`config.mk`:
```
export PLATFORM = sky130hd
export DESIGN_NAME = fcmp_flag_gen
export DESIGN_NICKNAME = d
export VERILOG_FILES = /design/src/rtl/fcmp_pkg.sv /design/src/rtl/fcmp_classify.sv /design/src/rtl/fcmp_order.sv /design/src/rtl/fcmp_flag_merge.sv /design/src/rtl/fcmp_flag_gen.sv
export SDC_FILE = /design/constraint.sdc
export NUM_CORES = 1
export LEC_CHECK = 0
export BUFFER_PORTS_ARGS = -buffer_cell sky130_fd_sc_hd__buf_2
export CORE_MARGIN = 2
export CORE_UTILIZATION = 49
export CTS_BUF_LIST = sky130_fd_sc_hd__clkbuf_16
export DETAILED_ROUTE_END_ITERATION = 10
export PLACE_DENSITY = 0.83
export SKIP_CTS_REPAIR_TIMING = 1
export SLEW_MARGIN = 20
export SYNTH_ARGS = -nofsm -noshare
export SYNTH_HDL_FRONTEND = slang
export SYNTH_HIERARCHICAL = 1
export SYNTH_SLANG_ARGS = --single-unit
export TNS_END_PERCENT = 1
```
`constraint.sdc`:
```
create_clock -name clk -period 3.05 [get_ports clk]
set_input_delay 0.1525 -clock clk [delete_from_list [all_inputs] [get_ports clk]]
set_output_delay 0.1525 -clock clk [all_outputs]
set_load 0.02 [all_outputs]
```
`src/rtl/fcmp_pkg.sv`:
```
package fcmp_pkg;
  // Flag bit positions inside the condition word
  localparam int CF_POS = 0;
  localparam int PF_POS = 2;
  localparam int AF_POS = 4;
  localparam int ZF_POS = 6;
  localparam int SF_POS = 7;
  localparam int OF_POS = 11;

  typedef enum logic [1:0] {
    REL_GT = 2'd0,
    REL_LT = 2'd1,
    REL_EQ = 2'd2,
    REL_UN = 2'd3
  } rel_e;
endpackage

```
`src/rtl/fcmp_classify.sv`:
```
module fcmp_classify #(
  parameter int EXP_W  = 11,
  parameter int FRAC_W = 52,
  localparam int DW    = 1 + EXP_W + FRAC_W,
  localparam int MAG_W = EXP_W + FRAC_W
) (
  input  logic [DW-1:0]    word,
  output logic             is_nan,
  output logic             is_zero,
  output logic             sign,
  output logic [MAG_W-1:0] mag
);
  logic [EXP_W-1:0]  expo;
  logic [FRAC_W-1:0] frac;

  always_comb begin
    sign    = word[DW-1];
    expo    = word[MAG_W-1:FRAC_W];
    frac    = word[FRAC_W-1:0];
    mag     = word[MAG_W-1:0];
    is_nan  = (&expo) && (|frac);
    is_zero = ~(|mag);
  end
endmodule

```
`src/rtl/fcmp_order.sv`:
```
module fcmp_order
  import fcmp_pkg::*;
#(
  parameter int MAG_W = 63
) (
  input  logic             nan_a,
  input  logic             nan_b,
  input  logic             zero_a,
  input  logic             zero_b,
  input  logic             sign_a,
  input  logic             sign_b,
  input  logic [MAG_W-1:0] mag_a,
  input  logic [MAG_W-1:0] mag_b,
  output rel_e             rel
);
  logic mag_lt, mag_eq;

  always_comb begin
    mag_lt = mag_a < mag_b;
    mag_eq = mag_a == mag_b;
    if (nan_a || nan_b)
      rel = REL_UN;
    else if (zero_a && zero_b)
      rel = REL_EQ;
    else if (sign_a != sign_b)
      rel = sign_a ? REL_LT : REL_GT;
    else if (mag_eq)
      rel = REL_EQ;
    else if (sign_a)
      // both negative: larger magnitude is the smaller value
      rel = mag_lt ? REL_GT : REL_LT;
    else
      rel = mag_lt ? REL_LT : REL_GT;
  end
endmodule

```
`src/rtl/fcmp_flag_merge.sv`:
```
module fcmp_flag_merge
  import fcmp_pkg::*;
#(
  parameter int FLAG_W = 16
) (
  input  rel_e              rel,
  input  logic [FLAG_W-1:0] flags_in,
  output logic [FLAG_W-1:0] flags_nxt
);
  localparam logic [FLAG_W-1:0] CLR_MASK =
    FLAG_W'((1 << CF_POS) | (1 << PF_POS) | (1 << AF_POS) |
            (1 << ZF_POS) | (1 << SF_POS) | (1 << OF_POS));

  logic zf, pf, cf;

  always_comb begin
    zf = (rel == REL_EQ) || (rel == REL_UN);
    pf = (rel == REL_UN);
    cf = (rel == REL_LT) || (rel == REL_UN);
    flags_nxt = flags_in & ~CLR_MASK;
    flags_nxt[ZF_POS] = zf;
    flags_nxt[PF_POS] = pf;
    flags_nxt[CF_POS] = cf;
  end
endmodule

```
`src/rtl/fcmp_flag_gen.sv`:
```
module fcmp_flag_gen
  import fcmp_pkg::*;
#(
  parameter int EXP_W  = 11,
  parameter int FRAC_W = 52,
  parameter int FLAG_W = 16,
  localparam int DW    = 1 + EXP_W + FRAC_W,
  localparam int MAG_W = EXP_W + FRAC_W
) (
  input  logic              clk,
  input  logic              rst,
  input  logic              in_valid,
  input  logic [DW-1:0]     op_a,
  input  logic [DW-1:0]     op_b,
  input  logic [FLAG_W-1:0] flags_in,
  output logic [FLAG_W-1:0] flags_out,
  output logic              done
);
  localparam logic [FLAG_W-1:0] KEEP_MASK =
    ~FLAG_W'((1 << CF_POS) | (1 << PF_POS) | (1 << AF_POS) |
             (1 << ZF_POS) | (1 << SF_POS) | (1 << OF_POS));

  logic [1:0][DW-1:0] ops;
  logic [1:0]         nan_v, zero_v, sign_v;
  logic [MAG_W-1:0]   mag_v [2];
  rel_e               rel;
  logic [FLAG_W-1:0]  flags_nxt;

  assign ops = {op_b, op_a};

  for (genvar g = 0; g < 2; g++) begin : g_cls
    fcmp_classify #(.EXP_W(EXP_W), .FRAC_W(FRAC_W)) u_cls (
      .word   (ops[g]),
      .is_nan (nan_v[g]),
      .is_zero(zero_v[g]),
      .sign   (sign_v[g]),
      .mag    (mag_v[g])
    );
  end

  fcmp_order #(.MAG_W(MAG_W)) u_ord (
    .nan_a (nan_v[0]),  .nan_b (nan_v[1]),
    .zero_a(zero_v[0]), .zero_b(zero_v[1]),
    .sign_a(sign_v[0]), .sign_b(sign_v[1]),
    .mag_a (mag_v[0]),  .mag_b (mag_v[1]),
    .rel   (rel)
  );

  fcmp_flag_merge #(.FLAG_W(FLAG_W)) u_mrg (
    .rel      (rel),
    .flags_in (flags_in),
    .flags_nxt(flags_nxt)
  );

  always_ff @(posedge clk) begin
    if (rst) begin
      flags_out <= '0;
      done      <= 1'b0;
    end else begin
      done <= in_valid;
      if (in_valid) flags_out <= flags_nxt;
    end
  end

  // a NaN seen by the classifiers yields all three relation flags set
  assert_nan_sets_all_R1: assert property (@(posedge clk) disable iff (rst)
    (in_valid && (|nan_v)) |=> (flags_out[ZF_POS] && flags_out[PF_POS] && flags_out[CF_POS]));

  // only the four legal relation patterns can appear
  assert_legal_pattern_R4: assert property (@(posedge clk) disable iff (rst)
    done |-> ($onehot0({flags_out[ZF_POS], flags_out[CF_POS]}) && !flags_out[PF_POS]) ||
             (flags_out[ZF_POS] && flags_out[PF_POS] && flags_out[CF_POS]));

  // overflow, sign and aux-carry cleared in every result
  assert_cleared_bits_R5: assert property (@(posedge clk) disable iff (rst)
    done |-> !(flags_out[OF_POS] || flags_out[SF_POS] || flags_out[AF_POS]));

  // untouched bits follow the incoming word
  assert_passthrough_R6: assert property (@(posedge clk) disable iff (rst)
    in_valid |=> ((flags_out & KEEP_MASK) == ($past(flags_in) & KEEP_MASK)));

  // done follows accepted valid by one cycle
  assert_done_rise_R9: assert property (@(posedge clk) disable iff (rst)
    in_valid |=> done);
  assert_done_low_R9: assert property (@(posedge clk) disable iff (rst)
    !in_valid |=> !done);
  assert_hold_R9: assert property (@(posedge clk) disable iff (rst)
    !in_valid |=> $stable(flags_out));
endmodule

```
==> qor.csv, run 1 <==
metric,value,unit
Synth Instances,491,
final hold violation count,0,
Levels on crit path,12,
CP Data Required Time,3.22,ns
Crit path max-delay family,compound AO/OA/AOI/OAI gates,
mapped cell area,3690,um2
Hold WC Path Type,in2reg,
GRT overflow,0,
via count,3084,
hold worst-path end,flags_out[5],
Die H,90.78,um
Main synth FF type,dfxtp_1,
chip width,90.78,um
Post-synth EDFFs,0,
# port buffers,157,
Overall Global Routing Usage,18.57,%
std cell rows,31,
"commonest non-fill, non-tap cell in the layout",buf_2,
FILL cells,725,
crit end category,flop,
routability cong.,0.8668,
Final Total Pwr,864.4,uW
H-tree levels,1,
most frequent cells in the layout,"buf_2, inv_1, ha_1",
share of synthesized registers carrying an async set or reset,0,%
crit path kind,in2reg,
Vias/cell,5.114,
syn_area_per_cell,7.515,um2
largest net degree at the start of global routing,18,
Placed Cells,599,
Crit Path Max Fanout,2,
HPWL after DPL,7.184,mm
setup clock skew after layout,0,ns
cell depth of the worst hold path,3,
Non-Filler Instances,603,
Avg WL per Cell,13.24,um
status,completed,
Pwr per Cell Area,243.1,nW/um2
initial core utilization,50.87,%
CP max-delay cell,or4_1,
CTS tree,done,
Max clock buf depth,2,
"reg-to-reg slack, setup",2.40,ns
hold_sp,flags_in[5],
Routed WL,7.981,mm
post-route ant nets,0,
max-cap violation count,0,
critical path startpoint category,input port,
Worst R2R Path Depth,2,
synthesis-to-finish area growth,-3.628,%
Final Util,49.03,%
nets,715,
"area leader, netlist",buf_4,
Iter 0 DRT Violations,80,
Core Region,7253,um2
number of library cell types mapped by synthesis,41,
# setup viols final,0,
TNS Setup,0,ns
crit share post-route,83.76,%
first-pass GRT wire length,12.85,mm
latest clock arrival within the worst-skew pair,0.24,ns
Crit path buffers/inverters,1,
"top cells by area, synth","buf_4, ha_1, dfxtp_1, inv_1, nor4_1",
Num CTS Buffers,3,
"Cell Chain, Critical Path",buf_2 -> ha_1 -> a21oi_2 -> o21ai_1 -> a221o_1 -> a2111oi_2 -> o211ai_1 -> or4_1 -> nand3_1 -> and2_1 -> mux2i_1 -> nor2_1,
layout cells sized above 1,33.53,%
crit path time final,2.555,ns
RSZ-0062 raised after global routing,false,
setup ws final,0.4953,ns
Ports,164,
slowest cell delay on critical path,0.48,ns
clk root buf,clkbuf_16,
synthesized flop and latch total,17,
DRT Pass-1 Iters,4,
r2r startpoint,flags_out[12],
number of global-route vias before repair,3003,
die area,8240,um2
Sink Count,17,
initial antenna violation count,0,
Synthesis Warnings,6,
clk slew on worst S/H paths,0.05,ns
"Data arrival, critical path",2.73,ns
sequential-to-total area share from yosys stat,9.223,%
Final Max Tran Viols,0,
Synth top area share,29.30,%
Peak Freq,391.4,MHz
DRC viols,0,
R2R Path End,flags_out[12],
# diodes,0,
Setup WS pre-CTS,0.2396,ns
P_leak,0.002014,uW
maximum VDD drop,173.2,uV
==> where the power goes <==
part           internal [uW]  total (uW)  switching (uW)  leakage, uW
clock                    174         252            78.4    0.0000423
combinational            174         373             198      0.00183
sequential               235         240            5.17     0.000140
total                    582         864             282      0.00201
==> cells by family (layout without fill, tap and decap cells) <==
logic type / Yosys count / in the layout / synth area share, %
multiplexers: 16 / 16 / 4.340
other: 1 / 3 / 0.1016
AO/OA/AOI/OAI: 50 / 50 / 8.647
flip-flops: 17 / 17 / 9.224
buffers and inverters: 215 / 226 / 37.23
adder cells (fa/ha/maj): 63 / 63 / 21.36
AND/OR/NAND/NOR: 129 / 129 / 19.09
==> Yosys cell counts (all sizes together) (2+ instances only) <==
library cell and n:
clkbuf 2, dfxtp 17, ha 63, buf 148
o21ai 9, nor4 35, a21o 3, a21oi 25
inv 65, nand4 18, and4 3, nand3 14
mux2i 16, nor3 3, nand2 21, a2111oi 2
a211oi 3, nand3b 2, nor2b 2, nor2 26
==> worst reg2reg max path, stage by stage (launching register included) <==
cell and delay [ns]:
dfxtp_1 0.32, mux2i_1 0.16, nor2_1 0.06
==> metal layers <==
metal  wire [um]  GRT usage, %
met5           0             0
met4         136         5.556
met3         518         2.755
met2        3978         35.07
met1        3348         21.39
==> area by class of cell <==
cell class | count | area [um2] | area share, %
Clock buffer | 3 | 75.07 | 2.111
Tap cell | 99 | 123.9 | 3.483
Inverter | 65 | 244.0 | 6.861
Multi-Input combinational cell | 261 | 1983 | 55.77
Timing Repair Buffer | 157 | 785.8 | 22.10
Clock inverter | 1 | 3.754 | 0.1056
Sequential cell | 17 | 340.3 | 9.571
==> registers in the layout, indices dropped and copies added, names as in the netlist <==
signal	cells
flags_out	16
done	1
==> how the worst max path moves through the flow <==
| stage | start | to | slack [ns] |
|---|---|---|---|
| final | op_a[50] | flags_out[2] | 0.50 |
| after global routing | op_b[50] | flags_out[2] | 0.27 |
| after CTS | op_a[50] | flags_out[2] | 0.44 |
| after detailed placement | op_b[53] | flags_out[2] | 0.24 |
| after global placement | op_b[53] | flags_out[2] | 0.33 |
| after floorplan | op_a[48] | flags_out[2] | 0.54 |
==> per-stage QoR <==
| step | area [um2] | hold slack (ns) |
|---|---|---|
| 2_1_floorplan | 3697 | 0.3812 |
| 3_3_place_gp | 3477 | 0.3894 |
| 3_5_place_dp | 3477 | 0.4011 |
| 4_1_cts | 3556 | 0.1509 |
| 5_1_grt | 3556 | 0.1589 |
| 6_report | 3556 | 0.1442 |
Power figures use the tool's default switching activity.
==> inputs of run 2 (changes only) <==
ABC_AREA = 1   (was unset)
CORE_UTILIZATION = 51   (was 49)
clock period = 2.5 ns   (was 3.05 ns; I/O delays follow)
==> run 2 against run 1 <==
Non-clock buffer count unchanged. Sequential power grew 25%. Critical path depth is 6 higher. Combinational power up 39%. Clock power up 23%. Clock-buffer cell count did not move. Hold slack worse by 0.080 ns. Sequential cell count stayed put. Core utilization up 0.97 points. Area after synthesis grew 14%. Die area increased by 9.4%. Highest routed layer unchanged.
==> qor.csv, run 2 <==
metric,value,unit,change
CP max-delay cell,ha_1,,
Least-Margin Pin Slew,0.6466,ns,
Synth top area share,25.82,%,-3.5 points
# diodes,0,,unchanged
Crit Path Max Fanout,3,,+1
Hold WC Path Type,in2reg,,
r2r startpoint,flags_out[9],,
"area leader, netlist",buf_4,,
synthesized flop and latch total,17,,unchanged
post-route cell area,4066,um2,+14%
die area,9011,um2,+9.4%
Non-Filler Instances,814,,+35%
largest net degree at the start of global routing,34,,+16
Crit path buffers/inverters,5,,+4
nets,920,,+29%
clk root buf,clkbuf_16,,
synthesis-to-finish area growth,-3.561,%,about the same
HPWL after DPL,7.108,mm,-1.1%
Top Metal Used,met4,,
Synth Instances,697,,+42%
post-route ant nets,0,,unchanged
# port buffers,157,,unchanged
H-tree levels,1,,unchanged
share of synthesized registers carrying an async set or reset,0,%,unchanged
status,completed,,
Crit path max-delay family,simple AND/OR/NAND/NOR gates,,
crit end category,flop,,
layout cells sized above 1,26.52,%,-7.0 points
initial antenna violation count,0,,unchanged
crit path kind,in2reg,,
Setup WS pre-CTS,0.4961,ns,+0.2565 ns
routability cong.,0.8394,,-3.2%
most frequent cells in the layout,"buf_2, nand2_1, inv_1",,
CTS tree,done,,
Slew HR,56.89,%,
latest clock arrival within the worst-skew pair,0.24,ns,about the same
Die H,94.93,um,+4.6%
Routed WL,7.750,mm,-2.9%
mapped cell area,4217,um2,+14%
Synth top cells by count,"buf_4, nand2_1, inv_1",,
hold_sp,rst,,
"top cells by area, synth","buf_4, ha_1, nand2_1, inv_1, nor2_1",,
Max clock buf depth,2,,unchanged
Vias/cell,4.382,,-14%
Core Region,8134,um2,+12%
Crit path top cell by count,inv_1,,
P_leak,0.002580,uW,+28%
CP Data Required Time,2.64,ns,-0.58 ns
slowest cell delay on critical path,0.30,ns,-0.18 ns
number of global-route vias before repair,3326,,+11%
first-pass GRT wire length,12.75,mm,-0.80%
setup clock skew after layout,0,ns,unchanged
via count,3567,,+16%
Main synth FF type,dfxtp_1,,
# setup viols final,0,,unchanged
Sink Count,17,,unchanged
Pwr per Cell Area,277.0,nW/um2,+14%
max-cap violation count,0,,unchanged
GRT overflow,0,,unchanged
setup ws final,0.7737,ns,+0.2784 ns
"Data arrival, critical path",1.86,ns,-0.87 ns
"Most flops, register",flags_out,,
DRT met1 WL,3.441,mm,+2.8%
Post-synth EDFFs,0,,unchanged
top flop regs,"flags_out x16, done x1",,
maximum VDD drop,218.3,uV,+26%
crit share post-route,69.05,%,
Avg WL per Cell,9.521,um,-28%
number of library cell types mapped by synthesis,27,,-34%
WL met2,3.704,mm,-6.9%
Final Max Tran Viols,0,,unchanged
number of flip-flops in the largest register,16,,unchanged
Placed Cells,810,,+35%
chip width,94.93,um,+4.6%
Ports,164,,unchanged
"Cell Chain, Critical Path",buf_2 -> inv_1 -> ha_1 -> nand4_1 -> nor2_1 -> nand3_1 -> inv_1 -> nand3_1 -> nor2_1 -> nor2_1 -> nand3_1 -> nand2_1 -> nand2_1 -> inv_1 -> inv_1 -> nand2_2 -> nand2_1 -> nor2_2,,
Overall Global Routing Usage,17.04,%,-1.5 points
Num CTS Buffers,3,,unchanged
critical path startpoint category,input port,,
Iter 0 DRT Violations,48,,-40%
DP Area,3988,um2,+15%
Met3 Routed Length,482,um,-6.9%
sequential-to-total area share from yosys stat,8.071,%,-1.2 points
crit path time final,1.726,ns,
Peak Freq,579.3,MHz,
"commonest non-fill, non-tap cell in the layout",buf_2,,
Hold WS,0.06415,ns,-0.08009 ns
final hold violation count,0,,unchanged
syn_area_per_cell,6.050,um2,-19%
std cell rows,33,,+6.5%
initial core utilization,51.84,%,+0.97 points
RSZ-0062 raised after global routing,false,,
DRT Pass-1 Iters,4,,unchanged
Synthesis Warnings,6,,unchanged
TNS Setup,0,ns,unchanged
CP Launch Point,op_b[62],,
clk slew on worst S/H paths,0.05,ns,about the same
DRC viols,0,,unchanged
==> run 2: cell count changes after synthesis, moves of 4 or more <==
cell / before / now
nand4_1: 18 / 8
nor2_1: 26 / 113
nor2_2: 0 / 14
nor4_1: 31 / 1
nand2_2: 0 / 10
nor3_1: 3 / 9
inv_1: 65 / 115
nor4_2: 4 / 0
nand2_1: 21 / 145
mux2i_1: 16 / 0
o21ai_0: 8 / 1
==> run 2: metal layers <==
layer,global-route usage [%],up-vias
met5,0,-
met4,3.865,0
met3,2.634,12
met2,33.10,107
met1,19.26,1464
li1,-,1984
==> run 2: area by class of cell <==
cell class,instances,area [um2]
timing repair buffer,157,785.8
clock inverter,1,3.754
fill,898,4068
multi-input combinational,415,2295
inverter,116,435.4
sequential,17,340.3
clock buffer,3,75.07
tap,105,131.4
==> run 2: where the power goes <==
| group | internal (uW) | leakage [uW] | total (uW) | switching (uW) |
|---|---|---|---|---|
| logic | 232 | 0.00240 | 518 | 286 |
| registers | 290 | 0.000141 | 299 | 8.68 |
| clock network | 212 | 0.0000423 | 310 | 97.8 |
| total | 734 | 0.00258 | 1130 | 392 |
==> run 2: worst paths after layout <==
path | depth (start not counted) | end | slack (ns)
setup / recovery | 18 | flags_out[2] | 0.77
hold / removal | 2 | done | 0.06
setup reg to reg | 2 | flags_out[9] | 1.90
hold reg to reg | 2 | flags_out[0] | 0.47
==> run 2: stage by stage <==
| stage | utilization (%) | total power (uW) |
|---|---|---|
| global route | 49.99 | 1232 |
| detailed placement | 49.02 | 825.3 |
| finish | 49.99 | 1126 |
| global placement | 49.02 | 812.3 |
| CTS | 49.99 | 1139 |
| floorplan | - | 783.2 |
==> run 2: cells by family (layout without fill, tap and decap cells) <==
| family | Yosys count | count (layout) | synth area share [%] |
|---|---|---|---|
| buf+inv | 267 | 277 | 37.69 |
| simple gates | 320 | 320 | 31.75 |
| compound gates | 29 | 29 | 3.709 |
| other cells | 1 | 3 | 0.08894 |
| fa+ha+maj | 63 | 63 | 18.69 |
| flops | 17 | 17 | 8.071 |
